===== src/rtl/usb_tx_split_pkg.sv =====
package usb_tx_split_pkg;
  localparam int PAY_W       = 11;
  localparam int MULT_W      = 5;
  localparam int MAX_PAYLOAD = 1024;

  typedef enum logic [1:0] {
    EP_PLAIN      = 2'd0,
    EP_BULK_SPLIT = 2'd1,
    EP_HIGH_BW    = 2'd2,
    EP_RESERVED   = 2'd3
  } ep_mode_e;

  typedef struct packed {
    logic [MULT_W-1:0] mult_m1;
    logic [PAY_W-1:0]  payload;
  } maxp_t;
endpackage


===== src/rtl/usb_tx_maxp_reg.sv =====
module usb_tx_maxp_reg
  import usb_tx_split_pkg::*;
(
  input  logic  clk,
  input  logic  rst_n,
  input  logic  wr_en,
  input  maxp_t wdata,
  output maxp_t cfg_q
);
  maxp_t cfg_d;

  always_comb begin
    cfg_d = cfg_q;
    if (wr_en) cfg_d = wdata;
  end

  always_ff @(posedge clk or negedge rst_n) begin
    if (!rst_n) cfg_q <= '0;
    else        cfg_q <= cfg_d;
  end
endmodule


===== src/rtl/usb_tx_split_check.sv =====
module usb_tx_split_check
  import usb_tx_split_pkg::*;
#(
  parameter int FIFO_BYTES = 4096,
  parameter int LEN_W      = 13
) (
  input  ep_mode_e         mode,
  input  logic             high_speed,
  input  maxp_t            cfg,
  input  logic [LEN_W-1:0] len,
  output logic             reject
);
  localparam int SPAN_W = PAY_W + MULT_W + 1;
  localparam int EXT_W  = (LEN_W > SPAN_W) ? LEN_W : SPAN_W;

  logic [MULT_W:0]    mult;
  logic [SPAN_W-1:0]  span;
  logic [EXT_W-1:0]   len_x;
  logic [EXT_W-1:0]   span_x;
  logic               size_ok;
  logic               pow_ok;
  logic               bad_cfg;
  logic               bad_len;
  logic               bad_fifo;
  logic               bad_big;

  assign size_ok = (cfg.payload != '0) && (cfg.payload <= PAY_W'(MAX_PAYLOAD));
  assign pow_ok  = (cfg.payload == PAY_W'(8))  || (cfg.payload == PAY_W'(16)) ||
                   (cfg.payload == PAY_W'(32)) || (cfg.payload == PAY_W'(64)) ||
                   ((cfg.payload == PAY_W'(512)) && high_speed);

  always_comb begin
    mult    = (MULT_W+1)'(1);
    bad_cfg = 1'b0;
    bad_len = 1'b0;
    len_x   = EXT_W'(len);
    unique case (mode)
      EP_PLAIN: begin
        bad_cfg = !size_ok;
      end
      EP_BULK_SPLIT: begin
        mult    = {1'b0, cfg.mult_m1} + (MULT_W+1)'(1);
        bad_cfg = !pow_ok;
        bad_len = (len_x[PAY_W-1:0] & (cfg.payload - PAY_W'(1))) != '0;
      end
      EP_HIGH_BW: begin
        bad_cfg = !size_ok;
        if (high_speed) begin
          mult = (MULT_W+1)'(cfg.mult_m1[1:0]) + (MULT_W+1)'(1);
          if ((cfg.mult_m1[MULT_W-1:2] != '0) || (cfg.mult_m1[1:0] == 2'b11))
            bad_cfg = 1'b1;
        end
      end
      EP_RESERVED: begin
        bad_cfg = 1'b1;
      end
      default: bad_cfg = 1'b1;
    endcase
  end

  assign span     = SPAN_W'(cfg.payload) * SPAN_W'(mult);
  assign span_x   = EXT_W'(span);
  assign bad_fifo = span_x > EXT_W'(FIFO_BYTES);
  assign bad_big  = len_x > span_x;
  assign reject   = bad_cfg | bad_len | bad_fifo | bad_big;
endmodule


===== src/rtl/usb_tx_split_seq.sv =====
module usb_tx_split_seq
  import usb_tx_split_pkg::*;
#(
  parameter int LEN_W = 13
) (
  input  logic             clk,
  input  logic             rst_n,
  input  logic             flush,
  input  logic             start,
  input  logic             reject,
  input  logic [LEN_W-1:0] len,
  input  logic [PAY_W-1:0] payload,
  input  logic             req_ready,
  output logic             req_valid,
  output logic [LEN_W-1:0] req_offset,
  output logic [PAY_W-1:0] req_len,
  output logic             done,
  output logic             err
);
  localparam int CMP_W = (LEN_W > PAY_W) ? LEN_W : PAY_W;

  typedef enum logic {SQ_IDLE, SQ_BUSY} sq_state_e;

  sq_state_e        state_q, state_d;
  logic [LEN_W-1:0] off_q, off_d;
  logic [LEN_W-1:0] rem_q, rem_d;
  logic [PAY_W-1:0] pay_q, pay_d;
  logic             done_q, done_d;
  logic             err_q, err_d;
  logic             data_en;
  logic [CMP_W-1:0] rem_w;
  logic [CMP_W-1:0] pay_w;
  logic             take_full;

  assign rem_w     = CMP_W'(rem_q);
  assign pay_w     = CMP_W'(pay_q);
  assign take_full = rem_w > pay_w;
  assign req_len   = take_full ? pay_q : PAY_W'(rem_q);

  always_comb begin
    state_d = state_q;
    off_d   = off_q;
    rem_d   = rem_q;
    pay_d   = pay_q;
    done_d  = 1'b0;
    err_d   = 1'b0;
    if (flush) begin
      state_d = SQ_IDLE;
    end else begin
      unique case (state_q)
        SQ_IDLE: begin
          if (start) begin
            if (reject) begin
              err_d = 1'b1;
            end else begin
              state_d = SQ_BUSY;
              off_d   = '0;
              rem_d   = len;
              pay_d   = payload;
            end
          end
        end
        SQ_BUSY: begin
          if (req_ready) begin
            off_d = off_q + LEN_W'(req_len);
            rem_d = rem_q - LEN_W'(req_len);
            if (!take_full) begin
              state_d = SQ_IDLE;
              done_d  = 1'b1;
            end
          end
        end
        default: state_d = SQ_IDLE;
      endcase
    end
  end

  assign data_en = (state_q == SQ_IDLE) || req_ready;

  always_ff @(posedge clk or negedge rst_n) begin
    if (!rst_n) begin
      state_q <= SQ_IDLE;
      done_q  <= 1'b0;
      err_q   <= 1'b0;
    end else begin
      state_q <= state_d;
      done_q  <= done_d;
      err_q   <= err_d;
    end
  end

  always_ff @(posedge clk or negedge rst_n) begin
    if (!rst_n) begin
      off_q <= '0;
      rem_q <= '0;
      pay_q <= '0;
    end else if (data_en) begin
      off_q <= off_d;
      rem_q <= rem_d;
      pay_q <= pay_d;
    end
  end

  assign req_valid  = (state_q == SQ_BUSY);
  assign req_offset = off_q;
  assign done       = done_q;
  assign err        = err_q;
endmodule


===== src/rtl/usb_tx_splitter.sv =====
module usb_tx_splitter
  import usb_tx_split_pkg::*;
#(
  parameter int FIFO_BYTES = 4096,
  localparam int LEN_W     = $clog2(FIFO_BYTES + 1)
) (
  input  logic             clk,
  input  logic             rst_n,
  input  logic             flush,
  input  logic             maxp_wr,
  input  logic [15:0]      maxp_wdata,
  input  logic [1:0]       ep_mode,
  input  logic             high_speed,
  input  logic             load_valid,
  input  logic [LEN_W-1:0] load_len,
  input  logic             req_ready,
  output logic             req_valid,
  output logic [LEN_W-1:0] req_offset,
  output logic [10:0]      req_len,
  output logic             done,
  output logic             err
);
  maxp_t cfg_q;
  logic  reject;

  usb_tx_maxp_reg u_maxp (
    .clk   (clk),
    .rst_n (rst_n),
    .wr_en (maxp_wr),
    .wdata (maxp_t'(maxp_wdata)),
    .cfg_q (cfg_q)
  );

  usb_tx_split_check #(
    .FIFO_BYTES (FIFO_BYTES),
    .LEN_W      (LEN_W)
  ) u_check (
    .mode       (ep_mode_e'(ep_mode)),
    .high_speed (high_speed),
    .cfg        (cfg_q),
    .len        (load_len),
    .reject     (reject)
  );

  usb_tx_split_seq #(
    .LEN_W (LEN_W)
  ) u_seq (
    .clk        (clk),
    .rst_n      (rst_n),
    .flush      (flush),
    .start      (load_valid),
    .reject     (reject),
    .len        (load_len),
    .payload    (cfg_q.payload),
    .req_ready  (req_ready),
    .req_valid  (req_valid),
    .req_offset (req_offset),
    .req_len    (req_len),
    .done       (done),
    .err        (err)
  );
endmodule


===== config.mk =====
export PLATFORM = sky130hd
export DESIGN_NAME = usb_tx_splitter
export DESIGN_NICKNAME = d
export VERILOG_FILES = /design/src/rtl/usb_tx_split_pkg.sv /design/src/rtl/usb_tx_maxp_reg.sv /design/src/rtl/usb_tx_split_check.sv /design/src/rtl/usb_tx_split_seq.sv /design/src/rtl/usb_tx_splitter.sv
export SDC_FILE = /design/constraint.sdc
export NUM_CORES = 1
export LEC_CHECK = 0
export BUFFER_PORTS_ARGS = -buffer_cell sky130_fd_sc_hd__buf_4
export CAP_MARGIN = 20
export CORE_UTILIZATION = 48
export CTS_CLUSTER_SIZE = 25
export DETAILED_ROUTE_END_ITERATION = 7
export HOLD_SLACK_MARGIN = 0.08
export PLACE_DENSITY_LB_ADDON = 0.3
export SLEW_MARGIN = 20
export SYNTH_ARGS = -nofsm -noshare
export SYNTH_HDL_FRONTEND = slang
export SYNTH_HIERARCHICAL = 1
export SYNTH_SLANG_ARGS = --single-unit

===== constraint.sdc =====
create_clock -name clk -period 9.2 [get_ports clk]
set_clock_uncertainty 0.1 [all_clocks]
set_input_delay 0.92 -clock clk [delete_from_list [all_inputs] [get_ports clk]]
set_output_delay 0.92 -clock clk [all_outputs]
set_load 0.01 [all_outputs]

# Word-level counts from Yosys, hierarchy flattened
# Cells that the tools add are included.
# W data, S select, Z words.
[totals]
ff_bits = 56
out_inout_bits = 27
elab_cells = 82
[classes]
add_sub_neg = 5
mul = 1
magnitude_cmp = 4
n_eq_ne = 12
n_mux = 29
bitwise = 7
reduce_logical = 16
[ops]
columns = ["op", "n"]
rows = [
  ["$mux W13", 6],
  ["$pmux W13 S2", 2],
  ["$reduce_bool A11 Y1", 2],
  ["$gt A13 B17 Y1", 1],
  ["$gt A17 B13 Y1 const B", 1],
  ["$mul A11 B6 Y17", 1],
  ["$mux W1", 16],
  ["$add A13 B11 Y13", 1],
  ["$gt A13 B11 Y1", 1],
  ["$sub A13 B11 Y13", 1],
  ["$pmux W6 S2", 1],
  ["$and A11 B11 Y11", 1],
  ["$eq A11 B10 Y1 const B", 1],
  ["$eq A11 B4 Y1 const B", 1],
  ["$eq A11 B5 Y1 const B", 1],
  ["$eq A11 B6 Y1 const B", 1],
  ["$eq A11 B7 Y1 const B", 1],
  ["$le A11 B11 Y1 const B", 1],
  ["$mux W11", 1],
  ["$sub A11 B1 Y11 const B", 1],
  ["$reduce_and A5 Y1", 2],
  ["$add A5 B1 Y6 const B", 1],
  ["$eq A2 B2 Y1 const B", 3],
  ["$logic_or A1 B1 Y1", 6],
  ["12 further kinds", 20],
]

# Longest topological paths before layout
[depth]
word_depth = 14
mapped_depth = 34
mapped_depth_nobuf = 34

# By module
# The synthesis kept the hierarchy.
[by_module_without_submodules]
columns = ["module", "n_inst", "cells_each", "area_per_inst_um2"]
rows = [
  ["usb_tx_split_seq", 1, 357, 3091.7],
  ["usb_tx_split_check", 1, 362, 2859.0],
  ["usb_tx_maxp_reg", 1, 34, 649.4],
]

# Worst setup path after synthesis
# Ideal clock, no wire load.
[synth_path]
kind = "input-to-reg"
startpoint = "in ep_mode[0]"
endpoint = "reg u_seq.off_q[12] (netlist: u_seq/req_offset[12])"
setup_time_ps = 128
arrival_ps = 7750
path_slack_ps = 1222
cell_stages = 30
cell_sequence = "inv_1 -> ha_1 -> nand2_1 -> nor3_1 -> and2_1 -> fa_1 -> fa_1 -> inv_1 -> fa_1 -> inv_1 -> ha_1 -> and3_1 -> a2111o_1 -> o21ai_0 -> and2b_2 -> xor2_1 -> ha_1 -> a21o_1 -> a21o_1 -> a21oi_1 -> a21o_1 -> a31oi_1 -> nor4_1 -> or4b_1 -> nor4b_4 -> or2b_2 -> nand3_1 -> o22ai_2 -> xnor2_1 -> nor2_1"
[synth_via]
elab_chain_len = 8
elab_cells_between_ends = 15
classes_between = "mul: 1; order compare: 2; eq/ne: 4; mux: 3; bitwise: 3; reduce/logical: 2"
[synth_lines]
columns = ["item", "line", "source"]
rows = [
  ["start: declaration", "usb_tx_splitter.sv:12", "input logic [1:0] ep_mode,"],
  ["$eq A2 B2 Y1 / $eq A2 B1 Y1 (equally long branches)", "usb_tx_split_check.sv:37", "unique case (mode)"],
  ["$pmux W6 S2", "usb_tx_split_check.sv:37", ""],
  ["$mul A11 B6 Y17", "usb_tx_split_check.sv:61", "assign span = SPAN_W'(cfg.payload) * SPAN_W'(mult);"],
  ["$gt A17 B13 Y1", "usb_tx_split_check.sv:63", "assign bad_fifo = span_x > EXT_W'(FIFO_BYTES);"],
  ["$or A1 B1 Y1", "usb_tx_split_check.sv:65", "assign reject = bad_cfg | bad_len | bad_fifo | bad_big;"],
  ["$or A1 B1 Y1 (*)", "usb_tx_split_check.sv:65", ""],
  ["net reject", "usb_tx_splitter.sv:24", "logic reject;"],
  ["$ne A2 B2 Y1 (no line) (*)", "--", ""],
  ["$reduce_and A5 Y1 (no line) (*)", "--", ""],
  ["end signal: assignment", "usb_tx_split_seq.sv:94", "off_q <= '0;"],
  ["end signal: assignment", "usb_tx_split_seq.sv:98", "off_q <= off_d;"],
  ["end: declaration", "usb_tx_split_seq.sv:25", "logic [LEN_W-1:0] off_q, off_d;"],
]
# Mark *: on every way through the listed nets, which the timed path passes. The rest lies on a longest branch.
# A chain may end at the register's enable or synchronous reset.

# Final worst setup path
[layout_path]
startpoint = "in ep_mode[0]"
endpoint = "reg u_seq.rem_q[9]"
[layout_via]
elab_chain_len = 8
elab_cells_between_ends = 15
classes_between = "mul: 1; order compare: 2; eq/ne: 4; mux: 3; bitwise: 3; reduce/logical: 2"
[layout_lines]
columns = ["item", "line", "source"]
rows = [
  ["$eq A2 B2 Y1 / $eq A2 B1 Y1 (equally long branches)", "usb_tx_split_check.sv:37", ""],
  ["$pmux W6 S2", "usb_tx_split_check.sv:37", ""],
  ["$mul A11 B6 Y17", "usb_tx_split_check.sv:61", ""],
  ["$gt A17 B13 Y1", "usb_tx_split_check.sv:63", ""],
  ["$or A1 B1 Y1", "usb_tx_split_check.sv:65", ""],
  ["$or A1 B1 Y1 (*)", "usb_tx_split_check.sv:65", ""],
  ["net reject", "usb_tx_splitter.sv:24", ""],
  ["$ne A2 B2 Y1 (no line) (*)", "--", ""],
  ["$reduce_and A5 Y1 (no line) (*)", "--", ""],
  ["end signal: assignment", "usb_tx_split_seq.sv:99", "rem_q <= rem_d;"],
  ["end: declaration", "usb_tx_split_seq.sv:26", "logic [LEN_W-1:0] rem_q, rem_d;"],
]
# Marks and branches as above.

==> metrics list <==
- Run status: finished clean
- The final route contains 5,745 vias.
* Biggest area contributors in the synthesized netlist: sky130_fd_sc_hd__dfrtp_1 21%, sky130_fd_sc_hd__ha_1 15%, sky130_fd_sc_hd__fa_1 12%
* Total power density per cell area: 283 nW/µm²
- Number of distinct library cells after synthesis: 72
* Worst-path cell with the longest stage delay: sky130_fd_sc_hd__or4b_1
- In this run the worst setup path begins at ep_mode[0].
- Final routed wire length divided by cell count: 17.9 µm
* Hold Vio Cnt, Final: 0
- At the end of the flow, the number of nets in the layout was 964.
- 1st-iter DRT viols: 541
* Overflow left after global routing: 0
- FF-to-FF Start: u_maxp/cfg_q[11]
* Minimum period implied by the final worst setup slack: 8540 ps
* Synthesized-area fraction occupied by adder cells: 0.266
* Final std cells w/o fill: 986
- CTS placed an instance of sky130_fd_sc_hd__clkbuf_16 at the clock tree root.
- Once detail routing completed, the nets flagged for antenna violations numbered 0.
- Clock-pin slew was measured on the worst setup and hold paths at 70 ps.
* Leakage power total: 3.74 nW
- 65 I/O pins were placed.
- The synthesized design spends more area on one cell type than any other, namely sky130_fd_sc_hd__dfrtp_1.
- Final period utilization: 0.929
* Post-synth EDFFs: 0
- Synth-to-Final Area Change: 12.4%
* Instance count on the critical path: 31
- Of the total synthesized cell area, the portion taken by XOR and XNOR cells is 0.0516.
* Most frequent cell after synthesis: sky130_fd_sc_hd__inv_1
* Setup crit end kind: register
- Setup repair after global routing left no endpoint under its margin.
- Setup violations remaining at the end of the flow were counted as 0.
* Number of fill cells: 1,257
* Initial antenna violation count: 0
* H-tree depth: 2
* Maximum number of pins on one net before global-route repair: 57
- In the global route stage, overall resource usage came out at 0.259.
- Max-capacitance violation count: 0
- Counting every instance in the synthesized netlist gives 753.
* Compound-cell area share of the yosys netlist: 0.173
* Classification of the worst setup path: in2reg
- Num Clock Sinks: 56
* Count of synthesis-stage warnings from yosys: 6
- Buffers inserted during clock tree synthesis total 5.
* Via count of the first global-routing pass: 5,695
- In this design, the largest share of critical-path delay is due to simple AND/OR/NAND/NOR gates.
- Highest Clock Rate: 117 MHz
- Flip-flop and latch count after synthesis: 56
* Cell types with the highest counts after synthesis: 83 x sky130_fd_sc_hd__inv_1, 78 x sky130_fd_sc_hd__ha_1, 65 x sky130_fd_sc_hd__nand2_1
- Largest fanout of any net on the critical path: 22
* Final setup TNS: 0 ps
* Total DRC errors in the routed layout: 0
* Diodes inserted: 0
* Arrival @ worst endpoint: 8640 ps
* Largest stage delay on the critical path: 550 ps
- In the synthesized netlist the dominant register cell turns out to be sky130_fd_sc_hd__dfrtp_1.
- Combinational family with the most area after synthesis: adder cells
* R2r worst-path depth: 30
* Die area: 14,200 µm²
- Total Wirelength: 17.6 mm
* Minimum setup slack among reg-to-reg paths: 1310 ps
* Worst slew margin relative to its limit: 0.505
- TritonCTS clock tree: yes
- The worst hold path belongs to the class reg2reg.
- For the worst setup path, the data required time is 9300 ps.
- Initial Utilization: 0.494
- Clock latency of the later-clocked register in the worst-skew pair: 300 ps
* Ys async rst share: 1.00
- Die Y: 119 µm
* Detailed placement HPWL: 14.0 mm
* First-pass GRT wire length: 29.2 mm
* Placeable core region: 13,300 µm²
- Multiplexer fraction of the synthesized cell area: 0.0516
- Buffers and inverters on the worst path: 5
- Of the synthesized area, sequential elements account for 0.212.
- In this run the core area contains 42 standard-cell rows.
- Following the worst setup path forward leads to its endpoint at u_seq/rem_q[9].
- The endpoint identified for the worst register-to-register timing path is u_seq/rem_q[9].
- Horiz. Die Dim: 119 µm
* Simple-gate share of the synthesized area: 0.181
- In this run, placement finished with an instance count of 978.
* Area of the mapped netlist: 6600 µm²
- The first TritonRoute pass finished after 7 iterations.
- The congestion estimate from routability-driven global placement came to 0.987.
* Number of buffer cells added on primary ports: 64
- Averaged over all synthesized cells, the footprint is 8.77 µm².
- Nets in the synthesized netlist: 908
- Across the VDD grid, the largest voltage drop is 0.143 mV.
- Top cell type's share of synthesized area: 0.212
* Max-slew violation count: 0
- STA classifies the critical path startpoint as a primary input.
* Fraction of layout cells with a size suffix above 1: 0.140
- Using the TritonRoute via totals, the vias-per-cell ratio works out to 5.83.
- Maximum root-to-sink buffer count: 2
- At the pin with the least slew margin, the transition time is 743 ps.
==> sequential cells by signal, indices dropped and copies added (netlist names) <==
register / flops
u_seq/rem_q: 13
u_seq/done: 1
u_seq/err: 1
u_seq/pay_q: 11
u_seq/req_offset: 13
u_seq/req_valid: 1
u_maxp/cfg_q: 16
==> tightest hold or removal path: cells and delay by family, from the launching register on <==
kind / cells / cell delay, ps
AO/OA/AOI/OAI: 1 / 60
flip-flops: 1 / 370
AND/OR/NAND/NOR: 1 / 50
==> what timing repair did <==
action,4_1_cts,5_1_grt
hold buffers,0,0
setup endpoints to repair,0,2
gates resized for setup,0,1
buffers inserted,0,0
==> logic make-up (layout without fill, tap and decap cells) <==
group | after synthesis | in the layout
xor+xnor | 38 | 38
fa+ha+maj | 117 | 117
buf+inv | 105 | 162
simple gates | 230 | 230
compound gates | 179 | 179
mux | 28 | 28
flops | 56 | 56
==> cell type report <==
class                           instances  area [µm²]  share of cell area
Multi-Input combinational cell        592        4770               0.644
Inverter                               83         312              0.0420
Sequential cell                        56        1400               0.189
Clock inverter                          2        38.8             0.00523
Tap cell                              176         220              0.0297
Clock buffer                            6         139              0.0187
Timing Repair Buffer                   71         533              0.0719
==> report_power, final <==
part / internal, mW / leakage, nW / switching [mW]
combinational: 0.629 / 2.96 / 0.815
sequential: 0.322 / 0.696 / 0.0987
clock: 0.137 / 0.0871 / 0.0943
total: 1.09 / 3.74 / 1.01
==> routing by layer <==
metal,part of all wire,global-route usage
met1,0.46,0.359
met2,0.46,0.420
met3,0.060,0.0426
met4,0.018,0.0601
met5,0,0
==> worst min path at each step <==
| stage | startpoint | end | slack [ps] | cells past startpoint |
|---|---|---|---|---|
| after CTS | u_seq/req_offset[7] | u_seq/req_offset[7] | 420 | 2 |
| final | u_seq/req_offset[7] | u_seq/req_offset[7] | 420 | 2 |
| after floorplan | u_maxp/cfg_q[8] | u_seq/pay_q[8] | 370 | 2 |
| after detailed placement | u_seq/req_offset[7] | u_seq/req_offset[7] | 400 | 2 |
| after global placement | u_seq/req_offset[8] | u_seq/req_offset[8] | 400 | 2 |
| after global routing | u_seq/req_offset[7] | u_seq/req_offset[7] | 460 | 2 |
==> layout by cell type, fill, tap and decap left out, types with 2 or more instances in the layout <==
master	netlist	final
sky130_fd_sc_hd__mux2i_1	10	10
sky130_fd_sc_hd__a211oi_1	5	5
sky130_fd_sc_hd__buf_4	1	71
sky130_fd_sc_hd__nand3b_1	4	4
sky130_fd_sc_hd__mux2_4	10	10
sky130_fd_sc_hd__nand3_1	10	10
sky130_fd_sc_hd__fa_1	39	39
sky130_fd_sc_hd__inv_1	83	83
sky130_fd_sc_hd__a211o_1	2	2
sky130_fd_sc_hd__xor2_1	22	22
sky130_fd_sc_hd__nor2b_1	12	12
sky130_fd_sc_hd__dfrtp_1	56	56
sky130_fd_sc_hd__o22ai_1	4	4
sky130_fd_sc_hd__a21oi_1	45	45
sky130_fd_sc_hd__a31oi_1	7	7
sky130_fd_sc_hd__a22o_1	2	2
sky130_fd_sc_hd__or3_1	4	4
sky130_fd_sc_hd__and3_1	16	16
sky130_fd_sc_hd__ha_1	78	78
sky130_fd_sc_hd__o21a_1	9	9
sky130_fd_sc_hd__nand2_1	65	65
sky130_fd_sc_hd__a21o_1	23	23
sky130_fd_sc_hd__mux2_2	8	8
sky130_fd_sc_hd__nor3_1	13	13
sky130_fd_sc_hd__nor3b_1	3	3
sky130_fd_sc_hd__or4_1	2	2
sky130_fd_sc_hd__nand2b_1	6	6
sky130_fd_sc_hd__nor2_2	1	2
sky130_fd_sc_hd__nand4_1	5	5
sky130_fd_sc_hd__and2_1	30	30
sky130_fd_sc_hd__nor2_1	42	41
sky130_fd_sc_hd__o21ai_0	56	56
sky130_fd_sc_hd__o31ai_1	3	3
sky130_fd_sc_hd__nor4_1	7	7
sky130_fd_sc_hd__xnor2_1	15	15
sky130_fd_sc_hd__clkbuf_16	0	5
sky130_fd_sc_hd__o21bai_1	2	2
==> stage by stage <==
stage	cell area (µm²)	hold WS, ps	utilization	power (mW)	setup slack (ps)
floorplan	6600	366	-	1.43	1220
global placement	7240	400	0.542	1.77	709
detailed placement	7240	405	0.542	1.82	315
CTS	7410	423	0.555	2.07	612
global route	7420	462	0.556	2.27	53.2
finish	7420	422	0.556	2.10	657
(Power assumes the default switching activity.)
